`src/rtl/spu_pkg.sv`:
```
package spu_pkg;

    // Event set; member order gives the status bit positions (LSB last).
    typedef struct packed {
        logic vsync_start;
        logic frame_start;
        logic vbl_start;
    } spu_evt_t;

    localparam int SPU_AW     = 4;
    localparam int SPU_NEVT   = 3;
    localparam int SPU_NSPLIT = 4;   // pixel, frame, timestamp now, timestamp at vblank

    localparam logic [SPU_AW-1:0] RA_SCAN = SPU_AW'(0);
    localparam logic [SPU_AW-1:0] RA_STAT = SPU_AW'(9);

    function automatic logic [SPU_AW-1:0] ra_lo(input int k);
        return SPU_AW'(1 + 2 * k);
    endfunction

    function automatic logic [SPU_AW-1:0] ra_hi(input int k);
        return SPU_AW'(2 + 2 * k);
    endfunction

endpackage

```
`src/rtl/spu_raster.sv`:
```
module spu_raster
    import spu_pkg::*;
#(
    parameter int HW  = 12,
    parameter int VW  = 12,
    parameter int PCW = 32
) (
    input  logic           clk,
    input  logic           rst,
    input  logic [HW-1:0]  htotal,
    input  logic [HW-1:0]  hactive,
    input  logic [HW-1:0]  hs_start,
    input  logic [HW-1:0]  hs_end,
    input  logic [VW-1:0]  vtotal,
    input  logic [VW-1:0]  vb_start,
    input  logic [VW-1:0]  vs_start,
    input  logic [VW-1:0]  vs_end,
    input  logic [1:0]     fs_delay,
    output logic [VW-1:0]  line_q,
    output logic           hs_edge,
    output spu_evt_t       evt_now,
    output spu_evt_t       evt_q,
    output logic [PCW-1:0] pix_q,
    output logic           de_o,
    output logic           hblank_o,
    output logic           hsync_o,
    output logic           vblank_o,
    output logic           vsync_o
);
    localparam logic [HW-1:0]  HONE = HW'(1);
    localparam logic [VW-1:0]  VONE = VW'(1);
    localparam logic [PCW-1:0] PONE = PCW'(1);

    logic [HW-1:0] col_q;
    logic          h_last;
    logic          v_last;
    logic          vs_off;
    logic          vb_off;
    logic [VW:0]   fs_line;

    always_comb begin
        h_last  = col_q >= (htotal - HONE);
        v_last  = line_q >= (vtotal - VONE);
        hs_edge = col_q == hs_start;
        fs_line = {1'b0, vb_start} + {{(VW-1){1'b0}}, fs_delay};
        evt_now.vbl_start   = hs_edge && (line_q == (vb_start - VONE));
        evt_now.vsync_start = hs_edge && (line_q == (vs_start - VONE));
        evt_now.frame_start = (col_q == hactive) && ({1'b0, line_q} == fs_line);
        vs_off  = hs_edge && (line_q == (vs_end - VONE));
        vb_off  = hs_edge && (line_q == (vtotal - VONE));
    end

    always_ff @(posedge clk) begin
        if (rst) begin
            col_q    <= '0;
            line_q   <= '0;
            pix_q    <= '0;
            evt_q    <= '0;
            de_o     <= 1'b0;
            hblank_o <= 1'b0;
            hsync_o  <= 1'b0;
            vblank_o <= 1'b0;
            vsync_o  <= 1'b0;
        end else begin
            if (h_last) begin
                col_q  <= '0;
                line_q <= v_last ? '0 : line_q + VONE;
            end else begin
                col_q  <= col_q + HONE;
            end
            pix_q    <= (h_last && v_last) ? '0 : pix_q + PONE;
            evt_q    <= evt_now;
            de_o     <= (col_q < hactive) && (line_q < vb_start);
            hblank_o <= col_q >= hactive;
            hsync_o  <= (col_q >= hs_start) && (col_q < hs_end);
            if (evt_now.vbl_start)        vblank_o <= 1'b1;
            else if (vb_off)              vblank_o <= 1'b0;
            if (evt_now.vsync_start)      vsync_o  <= 1'b1;
            else if (vs_off)              vsync_o  <= 1'b0;
        end
    end

    // start of vblank lands on the hsync leading edge
    p_vbl_on_hsync_r2: assert property (@(posedge clk) disable iff (rst)
        evt_q.vbl_start |-> (hsync_o && !$past(hsync_o)));

    // the start-of-vblank pulse lasts one cycle
    p_vbl_pulse_r2: assert property (@(posedge clk) disable iff (rst)
        evt_q.vbl_start |=> !evt_q.vbl_start);

    // vertical blank only begins with the start-of-vblank event
    p_vblank_rise_r2: assert property (@(posedge clk) disable iff (rst)
        $rose(vblank_o) |-> evt_q.vbl_start);

    // vertical sync only begins with the start-of-vsync event
    p_vsync_rise_r3: assert property (@(posedge clk) disable iff (rst)
        $rose(vsync_o) |-> evt_q.vsync_start);

    // frame start lands on the start of horizontal blank
    p_fs_on_hblank_r4: assert property (@(posedge clk) disable iff (rst)
        evt_q.frame_start |-> (hblank_o && !$past(hblank_o)));

endmodule

```
`src/rtl/spu_stamp.sv`:
```
module spu_stamp #(
    parameter int VW  = 12,
    parameter int FCW = 24,
    parameter int TSW = 32
) (
    input  logic           clk,
    input  logic           rst,
    input  logic           hs_edge,
    input  logic [VW-1:0]  line_q,
    input  logic           vbl_start,
    output logic [VW-1:0]  scan_q,
    output logic [FCW-1:0] frame_q,
    output logic [TSW-1:0] tsn_q,
    output logic [TSW-1:0] tsf_q
);
    always_ff @(posedge clk) begin
        if (rst) begin
            scan_q  <= '0;
            frame_q <= '0;
            tsn_q   <= '0;
            tsf_q   <= '0;
        end else begin
            if (hs_edge)   scan_q <= line_q;
            if (vbl_start) tsf_q  <= tsn_q;
            frame_q <= frame_q + FCW'(vbl_start);
            tsn_q   <= tsn_q + TSW'(1);
        end
    end
endmodule

```
`src/rtl/spu_regs.sv`:
```
module spu_regs
    import spu_pkg::*;
#(
    parameter int DW  = 16,
    parameter int VW  = 12,
    parameter int PCW = 32,
    parameter int FCW = 24,
    parameter int TSW = 32
) (
    input  logic                clk,
    input  logic                rst,
    input  logic                rd_en,
    input  logic [SPU_AW-1:0]   rd_addr,
    input  logic                wr_en,
    input  logic [SPU_AW-1:0]   wr_addr,
    input  logic [SPU_NEVT-1:0] wr_data,
    input  logic [VW-1:0]       scan,
    input  logic [PCW-1:0]      pix,
    input  logic [FCW-1:0]      frame,
    input  logic [TSW-1:0]      tsn,
    input  logic [TSW-1:0]      tsf,
    input  spu_evt_t            evt_now,
    output logic [DW-1:0]       rd_data
);
    localparam int WW = 2 * DW;

    logic [WW-1:0]                  wide [SPU_NSPLIT];
    logic [SPU_NSPLIT-1:0][DW-1:0]  contrib;
    logic [SPU_NEVT-1:0]            stat_q;
    logic [SPU_NEVT-1:0]            clr;
    logic [DW-1:0]                  rd_next;

    assign wide[0] = WW'(pix);
    assign wide[1] = WW'(frame);
    assign wide[2] = WW'(tsn);
    assign wide[3] = WW'(tsf);

    for (genvar k = 0; k < SPU_NSPLIT; k++) begin : g_split
        logic [DW-1:0] snap_q;
        logic          lo_hit;
        logic          hi_hit;

        assign lo_hit = rd_addr == ra_lo(k);
        assign hi_hit = rd_addr == ra_hi(k);
        assign contrib[k] = lo_hit ? wide[k][DW-1:0] : (hi_hit ? snap_q : '0);

        always_ff @(posedge clk) begin
            if (rst)                  snap_q <= '0;
            else if (rd_en && lo_hit) snap_q <= wide[k][WW-1:DW];
        end
    end

    always_comb begin
        rd_next = '0;
        if (rd_addr == RA_SCAN) rd_next = DW'(scan);
        if (rd_addr == RA_STAT) rd_next = DW'(stat_q);
        for (int k = 0; k < SPU_NSPLIT; k++) rd_next = rd_next | contrib[k];
        clr = (wr_en && (wr_addr == RA_STAT)) ? wr_data : '0;
    end

    always_ff @(posedge clk) begin
        if (rst) begin
            rd_data <= '0;
            stat_q  <= '0;
        end else begin
            if (rd_en) rd_data <= rd_next;
            stat_q <= (stat_q & ~clr) | evt_now;
        end
    end

    // an event always leaves its status bit set
    p_sticky_set_r11: assert property (@(posedge clk) disable iff (rst)
        $past(evt_now.vbl_start) |-> stat_q[0]);

    // a clear without a competing event empties the bit
    p_sticky_clr_r11: assert property (@(posedge clk) disable iff (rst)
        $past(wr_en && (wr_addr == RA_STAT) && wr_data[0] && !evt_now.vbl_start)
        |-> !stat_q[0]);

endmodule

```
`src/rtl/scan_position_unit.sv`:
```
module scan_position_unit
    import spu_pkg::*;
#(
    parameter int HW  = 12,
    parameter int VW  = 12,
    parameter int DW  = 16,
    parameter int PCW = 32,
    parameter int FCW = 24,
    parameter int TSW = 32
) (
    input  logic                clk,
    input  logic                rst,
    input  logic [HW-1:0]       cfg_htotal,
    input  logic [HW-1:0]       cfg_hactive,
    input  logic [HW-1:0]       cfg_hsync_start,
    input  logic [HW-1:0]       cfg_hsync_end,
    input  logic [VW-1:0]       cfg_vtotal,
    input  logic [VW-1:0]       cfg_vblank_start,
    input  logic [VW-1:0]       cfg_vsync_start,
    input  logic [VW-1:0]       cfg_vsync_end,
    input  logic [1:0]          cfg_fs_delay,
    output logic                de_o,
    output logic                hblank_o,
    output logic                hsync_o,
    output logic                vblank_o,
    output logic                vsync_o,
    output logic                latch_o,
    output logic                evt_vblank_o,
    output logic                evt_frame_o,
    output logic                evt_vsync_o,
    input  logic                rd_en,
    input  logic [SPU_AW-1:0]   rd_addr,
    output logic [DW-1:0]       rd_data,
    input  logic                wr_en,
    input  logic [SPU_AW-1:0]   wr_addr,
    input  logic [SPU_NEVT-1:0] wr_data
);
    logic [HW-1:0]  sh_htotal, sh_hactive, sh_hs_start, sh_hs_end;
    logic [VW-1:0]  sh_vtotal, sh_vb_start, sh_vs_start, sh_vs_end;
    logic [1:0]     sh_fs_delay;

    logic [VW-1:0]  line_q;
    logic           hs_edge;
    spu_evt_t       evt_now;
    spu_evt_t       evt_q;
    logic [PCW-1:0] pix_q;
    logic [VW-1:0]  scan_q;
    logic [FCW-1:0] frame_q;
    logic [TSW-1:0] tsn_q;
    logic [TSW-1:0] tsf_q;

    // Working copy of the timing, refreshed at reset and at the vblank strobe.
    always_ff @(posedge clk) begin
        if (rst || evt_now.vbl_start) begin
            sh_htotal   <= cfg_htotal;
            sh_hactive  <= cfg_hactive;
            sh_hs_start <= cfg_hsync_start;
            sh_hs_end   <= cfg_hsync_end;
            sh_vtotal   <= cfg_vtotal;
            sh_vb_start <= cfg_vblank_start;
            sh_vs_start <= cfg_vsync_start;
            sh_vs_end   <= cfg_vsync_end;
            sh_fs_delay <= cfg_fs_delay;
        end
    end

    spu_raster #(.HW(HW), .VW(VW), .PCW(PCW)) u_raster (
        .clk      (clk),
        .rst      (rst),
        .htotal   (sh_htotal),
        .hactive  (sh_hactive),
        .hs_start (sh_hs_start),
        .hs_end   (sh_hs_end),
        .vtotal   (sh_vtotal),
        .vb_start (sh_vb_start),
        .vs_start (sh_vs_start),
        .vs_end   (sh_vs_end),
        .fs_delay (sh_fs_delay),
        .line_q   (line_q),
        .hs_edge  (hs_edge),
        .evt_now  (evt_now),
        .evt_q    (evt_q),
        .pix_q    (pix_q),
        .de_o     (de_o),
        .hblank_o (hblank_o),
        .hsync_o  (hsync_o),
        .vblank_o (vblank_o),
        .vsync_o  (vsync_o)
    );

    spu_stamp #(.VW(VW), .FCW(FCW), .TSW(TSW)) u_stamp (
        .clk       (clk),
        .rst       (rst),
        .hs_edge   (hs_edge),
        .line_q    (line_q),
        .vbl_start (evt_now.vbl_start),
        .scan_q    (scan_q),
        .frame_q   (frame_q),
        .tsn_q     (tsn_q),
        .tsf_q     (tsf_q)
    );

    spu_regs #(.DW(DW), .VW(VW), .PCW(PCW), .FCW(FCW), .TSW(TSW)) u_regs (
        .clk     (clk),
        .rst     (rst),
        .rd_en   (rd_en),
        .rd_addr (rd_addr),
        .wr_en   (wr_en),
        .wr_addr (wr_addr),
        .wr_data (wr_data),
        .scan    (scan_q),
        .pix     (pix_q),
        .frame   (frame_q),
        .tsn     (tsn_q),
        .tsf     (tsf_q),
        .evt_now (evt_now),
        .rd_data (rd_data)
    );

    assign latch_o      = evt_q.vbl_start;
    assign evt_vblank_o = evt_q.vbl_start;
    assign evt_frame_o  = evt_q.frame_start;
    assign evt_vsync_o  = evt_q.vsync_start;

    // the scanline counter moves only on an hsync leading edge
    p_scan_on_hsync_r5: assert property (@(posedge clk) disable iff (rst)
        (scan_q != $past(scan_q)) |-> (hsync_o && !$past(hsync_o)));

    // the frame counter moves only with start of vblank
    p_frame_step_r7: assert property (@(posedge clk) disable iff (rst)
        (frame_q != $past(frame_q)) |-> evt_vblank_o);

    // the frame timestamp is captured only at the latch strobe
    p_tsf_latch_r8: assert property (@(posedge clk) disable iff (rst)
        (tsf_q != $past(tsf_q)) |-> latch_o);

endmodule

```
`config.mk`:
```
export PLATFORM = sky130hd
export DESIGN_NAME = scan_position_unit
export DESIGN_NICKNAME = d
export VERILOG_FILES = /design/src/rtl/spu_pkg.sv /design/src/rtl/spu_raster.sv /design/src/rtl/spu_stamp.sv /design/src/rtl/spu_regs.sv /design/src/rtl/scan_position_unit.sv
export SDC_FILE = /design/constraint.sdc
export NUM_CORES = 1
export LEC_CHECK = 0
export ABC_AREA = 1
export BUFFER_PORTS_ARGS = -buffer_cell sky130_fd_sc_hd__buf_2
export CAP_MARGIN = 10
export CORE_AREA = 2 2 217 219
export DETAILED_ROUTE_END_ITERATION = 7
export DIE_AREA = 0 0 219 221
export SLEW_MARGIN = 15
export SYNTH_ARGS = -nofsm -noshare
export SYNTH_HDL_FRONTEND = slang
export SYNTH_SLANG_ARGS = --single-unit
```
`constraint.sdc`:
```
create_clock -name clk -period 14.2 [get_ports clk]
set_clock_uncertainty 0.15 [all_clocks]
set_input_delay 2.13 -clock clk [delete_from_list [all_inputs] [get_ports clk]]
set_output_delay 2.13 -clock clk [all_outputs]
set_load 0.005 [all_outputs]
```
Word level (Yosys, flattened, before mapping)

Cells that the tools add are included.

Input bits: 113
Register bits: 337
Word-level logic and storage cells: 107

Bitwise gates (word level): 7
Equal/unequal tests: 17
Magnitude comparators: 7
Add/subtract/negate cells: 11
Muxes and demuxes: 16
Reduce and logical (&&, ||, !) cells: 19

Operators with widths:

| cell                  | number |
|---|---|
| $mux 16               | 7 |
| $eq 12x12->1          | 6 |
| $add 32x1->32 const B | 2 |
| $sub 12x1->12 const B | 5 |
| $ge 12x12->1          | 4 |
| $or 16x16->16         | 3 |
| $lt 12x12->1          | 3 |
| $mux 12               | 3 |
| $add 12x1->12 const B | 2 |
| $add 24x1->24         | 1 |
| $eq 4x3->1 const B    | 4 |
| $or 12x16->16         | 1 |
| $add 12x2->13         | 1 |
| $eq 12x13->1          | 1 |
| $logic_and 1x1->1     | 13 |
| $eq 4x4->1 const B    | 3 |
| $eq 4x2->1 const B    | 2 |
| $mux 8                | 1 |
| $eq 4x1->1 const B    | 1 |
| $logic_not 4->1       | 1 |
| $mux 1                | 4 |
| $reduce_bool 2->1     | 2 |
| $reduce_or 2->1       | 2 |
| $and 3x3->3           | 1 |
| other kinds (4)       | 4 |

Longest topological paths before layout

Gate-level depths: netlist (run 1).

Depth in word-level cells: 7
Depth in mapped cells: 26

Cells and area by module

From an unflattened synthesis (run 1), not the netlist that was laid out.

Cell total of the unflattened synthesis: 2489
Area, all modules: 18669.2 µm²

By module, submodules not included:

| module             | area each (µm²) | cells each | times used | seq. area each (µm²) |
|---|---|---|---|---|
| spu_raster         | 7171.9          | 1140       | 1          | 1281.2 |
| spu_stamp          | 4349.2          | 610        | 1          | 2001.9 |
| spu_regs           | 4186.5          | 637        | 1          | 1501.4 |
| scan_position_unit | 2961.6          | 102        | 1          | 2942.8 |

Worst setup path after synthesis (run 1)

Ideal clock, no wire load.

Path type: input port to flip-flop
Start: input rst
End: register sh_fs_delay[0], enable pin
Path slack: 8497 ps
Cell stages on the path: 6
Library setup time: 915 ps
Data arrival time: 4638 ps
Cells stage by stage: clkbuf_1 > inv_1 > buf_2 > buf_2 > clkbuf_1 > nand2_1

Word-level cells in the longest chain between the ends: 1

Ends and longest elaborated chain:

| element                | RTL line                 | text |
|---|---|---|
| start: declaration     | scan_position_unit.sv:12 | `input logic rst,` |
| $logic_or 1x1->1       | scan_position_unit.sv:54 | `if (rst \|\| evt_now.vbl_start) begin` |
| end signal: assignment | scan_position_unit.sv:63 | `sh_fs_delay <= cfg_fs_delay;` |
| end: declaration       | scan_position_unit.sv:40 | `logic [1:0] sh_fs_delay;` |

No other way between the ends.
A chain may end at the register's enable or synchronous reset.

Worst setup path in the final report (run 1)

Start: register sh_vb_start[1]
End: register sh_vs_end[10], enable pin

Word-level cells in the longest chain between the ends: 4

Ends and longest elaborated chain:

| element                  | RTL line                 | text |
|---|---|---|
| start: declaration       | scan_position_unit.sv:39 | `logic [VW-1:0] sh_vtotal, sh_vb_start, sh_vs_start, sh_vs_end;` |
| start signal: assignment | scan_position_unit.sv:60 | `sh_vb_start <= cfg_vblank_start;` |
| $sub 12x1->12            | spu_raster.sv:46         | `evt_now.vbl_start = hs_edge && (line_q == (vb_start - VONE));` |
| $eq 12x12->1             | spu_raster.sv:46         |  |
| $logic_and 1x1->1        | spu_raster.sv:46         |  |
| $logic_or 1x1->1         | scan_position_unit.sv:54 |  |
| end signal: assignment   | scan_position_unit.sv:62 | `sh_vs_end <= cfg_vsync_end;` |
| end: declaration         | scan_position_unit.sv:39 |  |

No other way between the ends.

==> impl_metrics.tcl, run 1 <==
set metrics [dict create \
    status "complete, no violations" \
    rsz0062_at_grt "false" \
    cp_top_family "simple AND/OR/NAND/NOR gates" \
    max_cap_violations 0 \
    slew_headroom 0.331 \
    clkLatencyLatePin_ns 0.56 \
    grt_overflow_total 0 \
    cp_cell_sequence "inv_1 -> ha_1 -> nand2_1 -> nor2_1 -> nand4_1 -> nand3_1 -> nand2_1 -> nor2_4 -> nand3_4 -> nand2_4 -> buf_4" \
    worst_path_max_delay_cell "nand2_4" \
    finalHoldViolCount 0 \
    clkSinkCount 337 \
    irDropWorstVdd_uv 96.6 \
    ant_nets 0 \
    clk_pin_slew_ns 0.06 \
    synthesis.area_mm2 0.0177 \
    dieWidth_um 219 \
    cts_buffers 39 \
    rows 79 \
    syn_to_final_growth_pct 13.7 \
    path_common_cell "nand2_1" \
    grt_pass1_vias 14800 \
    finalSetupViolations 0 \
    tns_ns 0 \
    syn_inst 2258 \
    post-route-period-util 0.338 \
    synthArstFlopShare 0 \
    yosysMostFrequentCell "nand2_1" \
    finalCriticalPeriod_ns 4.79 \
    min_path_type "flop to flop" \
    cts_setup_buffers 0 \
    io_pins 138 \
    crit_type "flop to flop" \
    dr.pass1.iters 5 \
    n_antenna_cell 0 \
    crit_path_end_kind "flop" \
    die_area_mm2 0.0484 \
    synth_area_leaders "dfxtp_1 27%, edfxtp_1 17%, nand2_1 9.1%" \
    drive_gt1_frac 0.116 \
    ys_seq_area_frac 0.436 \
    tightest_slew_ns 1.00 \
    routabilityCongestion 0.895 \
    synth_nets 2456 \
    track_usage 0.209 \
    grt_pass1_wl_um 79700 \
    routed_wl_um 50600 \
    drc 0 \
    crit_arrival_ns 4.82 \
    total_power_w 0.00220 \
    ys_ff_latch 337 \
    synth_top_flop_cell "dfxtp_1" \
    cts_tree "built" \
    max_freq_mhz 209 \
    ys.warnings.count 0 \
    syn_area_per_cell_um2 7.85 \
    max_stage_delay_ns 0.74 \
    synth_top_area_share 0.270 \
    setup.worst_path.start_class "flop" \
    power_density_mw_per_mm2 109 \
    place_area_mm2 0.0189 \
    ys_types 54 \
    synth_commonest_cells "432 x nand2_1, 284 x inv_1, 242 x nor2_1" \
    final_cell_area_mm2 0.0201 \
    cts_buffer_depth 3 \
    critPathBufInv 2 \
    initial_utilization 0.385 \
    drtIter0Drc 1178 \
    viasPerCell 5.15 \
    portBuffers 137 \
    grt_max_degree 78 \
    dp_hpwl_um 37400 \
    cts.repair.resized 0 \
    avgRoutedWirePerCell_um 16.9 \
    synth_top_area_cell "dfxtp_1" \
    clock-root-buffer "clkbuf_16" \
    cp.required_ns 14.22 \
    antenna_found_initial 0 \
    die_h_um 221 \
    cts_hold_buf 0 \
    htreeDepth 2 \
    cellLeakagePower_nw 8.17 \
    num_vias 15500 \
    core_region_area_mm2 0.0461 \
    critical_path_peak_fanout 63 \
    slew_violations 0 \
    nets 2566 \
    synth-edff-count 98 \
]
==> cells by family (layout without fill, tap and decap cells) <==
logic type,after synthesis,count (layout),synth area share
AO/OA/AOI/OAI,362,362,0.114
adder cells (fa/ha/maj),85,85,0.0604
buffers and inverters,368,504,0.0832
XOR/XNOR,84,84,0.0419
flip-flops,337,337,0.436
AND/OR/NAND/NOR,1022,1022,0.265
==> stage by stage <==
| stage | hold WS (ns) | worst slack [ns] | util | cells |
|---|---|---|---|---|
| after detailed placement | 0.294 | 9.41 | 0.410 | 2934 |
| final | 0.300 | 9.41 | 0.437 | 3001 |
| after global routing | 0.309 | 8.96 | 0.437 | 3001 |
| after floorplan | 0.275 | 8.50 | - | 2258 |
| after global placement | 0.287 | 9.42 | 0.410 | 2934 |
| after CTS | 0.303 | 9.38 | 0.437 | 3001 |
==> where the power goes <==
part	leakage, nW	total [W]	internal [W]	switching (W)
sequential	2.89	0.00104	0.00102	0.0000214
clock	0.629	0.00102	0.000616	0.000402
combinational	4.65	0.000143	0.0000500	0.0000931
total	8.17	0.00220	0.00168	0.000516
==> layout by cell type (no fill, tap or decap), types with 84 or more instances in the layout <==
cell / synthesis / routed
nor2_1: 242 / 242
buf_2: 21 / 136
a21oi_1: 172 / 172
o21ai_0: 115 / 115
nand3_1: 117 / 117
edfxtp_1: 98 / 98
dfxtp_1: 239 / 239
inv_1: 284 / 283
ha_1: 84 / 84
nand2_1: 432 / 431
==> worst register-to-register path, delay by kind of cell (launching register included) <==
| kind | cells | cell delay (ns) |
|---|---|---|
| simple gates | 8 | 2.68 |
| buf+inv | 2 | 0.87 |
| flops | 1 | 0.45 |
| fa+ha+maj | 1 | 0.21 |
==> path summary, 6_finish.rpt <==
path	startpoint	end	depth (start not counted)	slack, ns
setup reg to reg	sh_vb_start[1]	sh_vs_end[10]	11	9.41
hold / removal	u_regs.g_split[2].snap_q[10]	u_regs.g_split[2].snap_q[10]	2	0.30
hold reg to reg	u_regs.g_split[2].snap_q[10]	u_regs.g_split[2].snap_q[10]	2	0.30
setup / recovery	sh_vb_start[1]	sh_vs_end[10]	11	9.41
==> registers in the layout, summed over array words and instances, names as in the netlist, 16 cells and up <==
| name | cells |
|---|---|
| u_raster.pix_q | 32 |
| u_regs.g_split.snap_q | 56 |
| u_regs.rd_data | 16 |
| u_stamp.frame_q | 24 |
| u_stamp.tsf_q | 32 |
| u_stamp.tsn_q | 32 |
==> cell type report <==
cell class	instances	area, µm²
clock buffers	61	1200
well taps	607	759
fillers	4686	25900
multi-input cells	1553	8530
inverters	291	1090
repair buffers	146	756
flip-flops and latches	337	7730
clock inverters	6	78.8
==> routing by layer <==
metal | routed length (µm) | global-route usage | part of all wire | up-vias
met2 | 23500 | 0.340 | 0.46 | 465
met3 | 3200 | 0.0452 | 0.063 | 91
met4 | 1680 | 0.0759 | 0.033 | 0
met1 | 22200 | 0.272 | 0.44 | 7153
li1 | - | - | - | 7758
met5 | 0 | 0 | 0 | -
(Power assumes the default switching activity.)
==> inputs of run 2 (changes only) <==
- clock period: 14.2 -> 4.3 ns (I/O delays scaled with it)
==> impl_metrics.tcl, run 2 (synthesis gave the netlist of run 1 again) <==
set metrics [dict create \
    post-place-ws_ns 0.536 \
    tns_ns 0 \
    drive_gt1_frac 0.126 \
    routed.top_layer "met4" \
    finalCriticalPeriod_ns 3.75 \
    n_antenna_cell 0 \
    final_cell_mix "431 x nand2_1, 283 x inv_1, 242 x nor2_1" \
    slew_headroom 0.421 \
    irDropWorstVdd_uv 289 \
    largest_register_ff_count 56 \
    max_freq_mhz 267 \
    dieWidth_um 219 \
    grt_overflow_total 0 \
    drc 0 \
    wl_met2_um 23800 \
    cts_setup_buffers 0 \
    viasPerCell 5.19 \
    crit_arrival_ns 4.08 \
    clkSinkCount 337 \
    tightest_slew_ns 0.867 \
    status "complete, no violations" \
    cp.required_ns 4.63 \
    routabilityCongestion 0.891 \
    clock-root-buffer "clkbuf_16" \
    clkLatencyLatePin_ns 0.56 \
    antenna_found_initial 0 \
    cellLeakagePower_nw 8.32 \
    drt-met1-wl_um 22300 \
    post-route-period-util 0.872 \
    max_cap_violations 0 \
    avgRoutedWirePerCell_um 16.9 \
    cts_buffer_depth 3 \
    finalHoldViolCount 0 \
    io_pins 138 \
    grt_max_degree 142 \
    portBuffers 137 \
    nets 2584 \
    grt_pass1_vias 15200 \
    core_region_area_mm2 0.0461 \
    cts_buffers 39 \
    crit_type "flop to flop" \
    routed_wl_um 50900 \
    setup.worst_path.start_class "flop" \
    track_usage 0.210 \
    die_area_mm2 0.0484 \
    htreeDepth 2 \
    fillerInstances 4651 \
    final_common_cell "nand2_1" \
    drtIter0Drc 1336 \
    clk_pin_slew_ns 0.06 \
    crit_path_end_kind "flop" \
    critical_path_peak_fanout 32 \
    grt_pass1_wl_um 80800 \
    dp.cells 2952 \
    die_h_um 221 \
    power_density_mw_per_mm2 365 \
    cts_tree "built" \
    route.met3.wl_um 3060 \
    finalSetupViolations 0 \
    dp_hpwl_um 37800 \
    top_register "u_regs.g_split.snap_q" \
    instances_no_fill 3021 \
    num_vias 15700 \
    min_path_type "input pin to flop" \
    dr.pass1.iters 6 \
    initial_utilization 0.385 \
    rows 79 \
    slew_violations 0 \
    cts_hold_buf 0 \
    ant_nets 0 \
    rsz0062_at_grt "false" \
    worstHoldPathCells 1 \
    setup_slack_ns 0.552 \
    syn_to_final_growth_pct 15.2 \
    cts.repair.resized 0 \
    r2r_cells 19 \
]
[run 2: final timing paths]
| check | slack, ns | from | to |
|---|---|---|---|
| hold / removal | 0.11 | cfg_hactive[9] | sh_hactive[9] |
| hold reg to reg | 0.30 | u_regs.g_split[2].snap_q[9] | u_regs.g_split[2].snap_q[9] |
| setup / recovery | 0.55 | sh_vtotal[0] | u_raster.pix_q[28] |
| setup reg to reg | 0.55 | sh_vtotal[0] | u_raster.pix_q[28] |
[run 2: metrics by stage]
| stage | utilization | area (µm²) | power, W | hold slack [ns] |
|---|---|---|---|---|
| finish | 0.443 | 20400 | 0.00744 | 0.108 |
| floorplan | - | 17700 | 0.00379 | 0.275 |
| global placement | 0.413 | 19000 | 0.00396 | 0.289 |
| CTS | 0.443 | 20400 | 0.00752 | 0.0821 |
| detailed placement | 0.413 | 19000 | 0.00398 | 0.291 |
| global route | 0.443 | 20400 | 0.00772 | 0.0955 |
[run 2: routing by layer]
layer / vias up / global-route usage
met4: 0 / 0.0861
met3: 100 / 0.0286
met1: 7256 / 0.272
met5: - / 0
li1: 7786 / -
met2: 523 / 0.351
[run 2: layout make-up]
type / instances / area (µm²) / share of cell area
Timing Repair Buffer: 164 / 928 / 0.0455
Clock buffer: 54 / 1180 / 0.0576
Clock inverter: 15 / 199 / 0.00975
Sequential cell: 337 / 7730 / 0.379
Inverter: 291 / 1090 / 0.0536
Tap cell: 607 / 759 / 0.0372
Multi-Input combinational cell: 1553 / 8530 / 0.418
[run 2: where the power goes]
group / internal (W) / switching, W
combinational: 0.000170 / 0.000305
clock: 0.00216 / 0.00138
sequential: 0.00336 / 0.0000708
[run 2: worst max-delay path, stage by stage (launching register included)]
cell and delay, ns:
edfxtp_1 0.36, inv_1 0.12, ha_1 0.20, nand2_1 0.09
or3_1 0.33, nor2_1 0.12, nand2_1 0.07, nor2_1 0.11
xor2_1 0.15, inv_1 0.05, ha_1 0.26, nand2_1 0.11
nor3_1 0.08, nand2_1 0.08, nand2_1 0.05, nor2_1 0.41
nand2_1 0.18, nand2_2 0.24, inv_2 0.29, a21oi_1 0.21
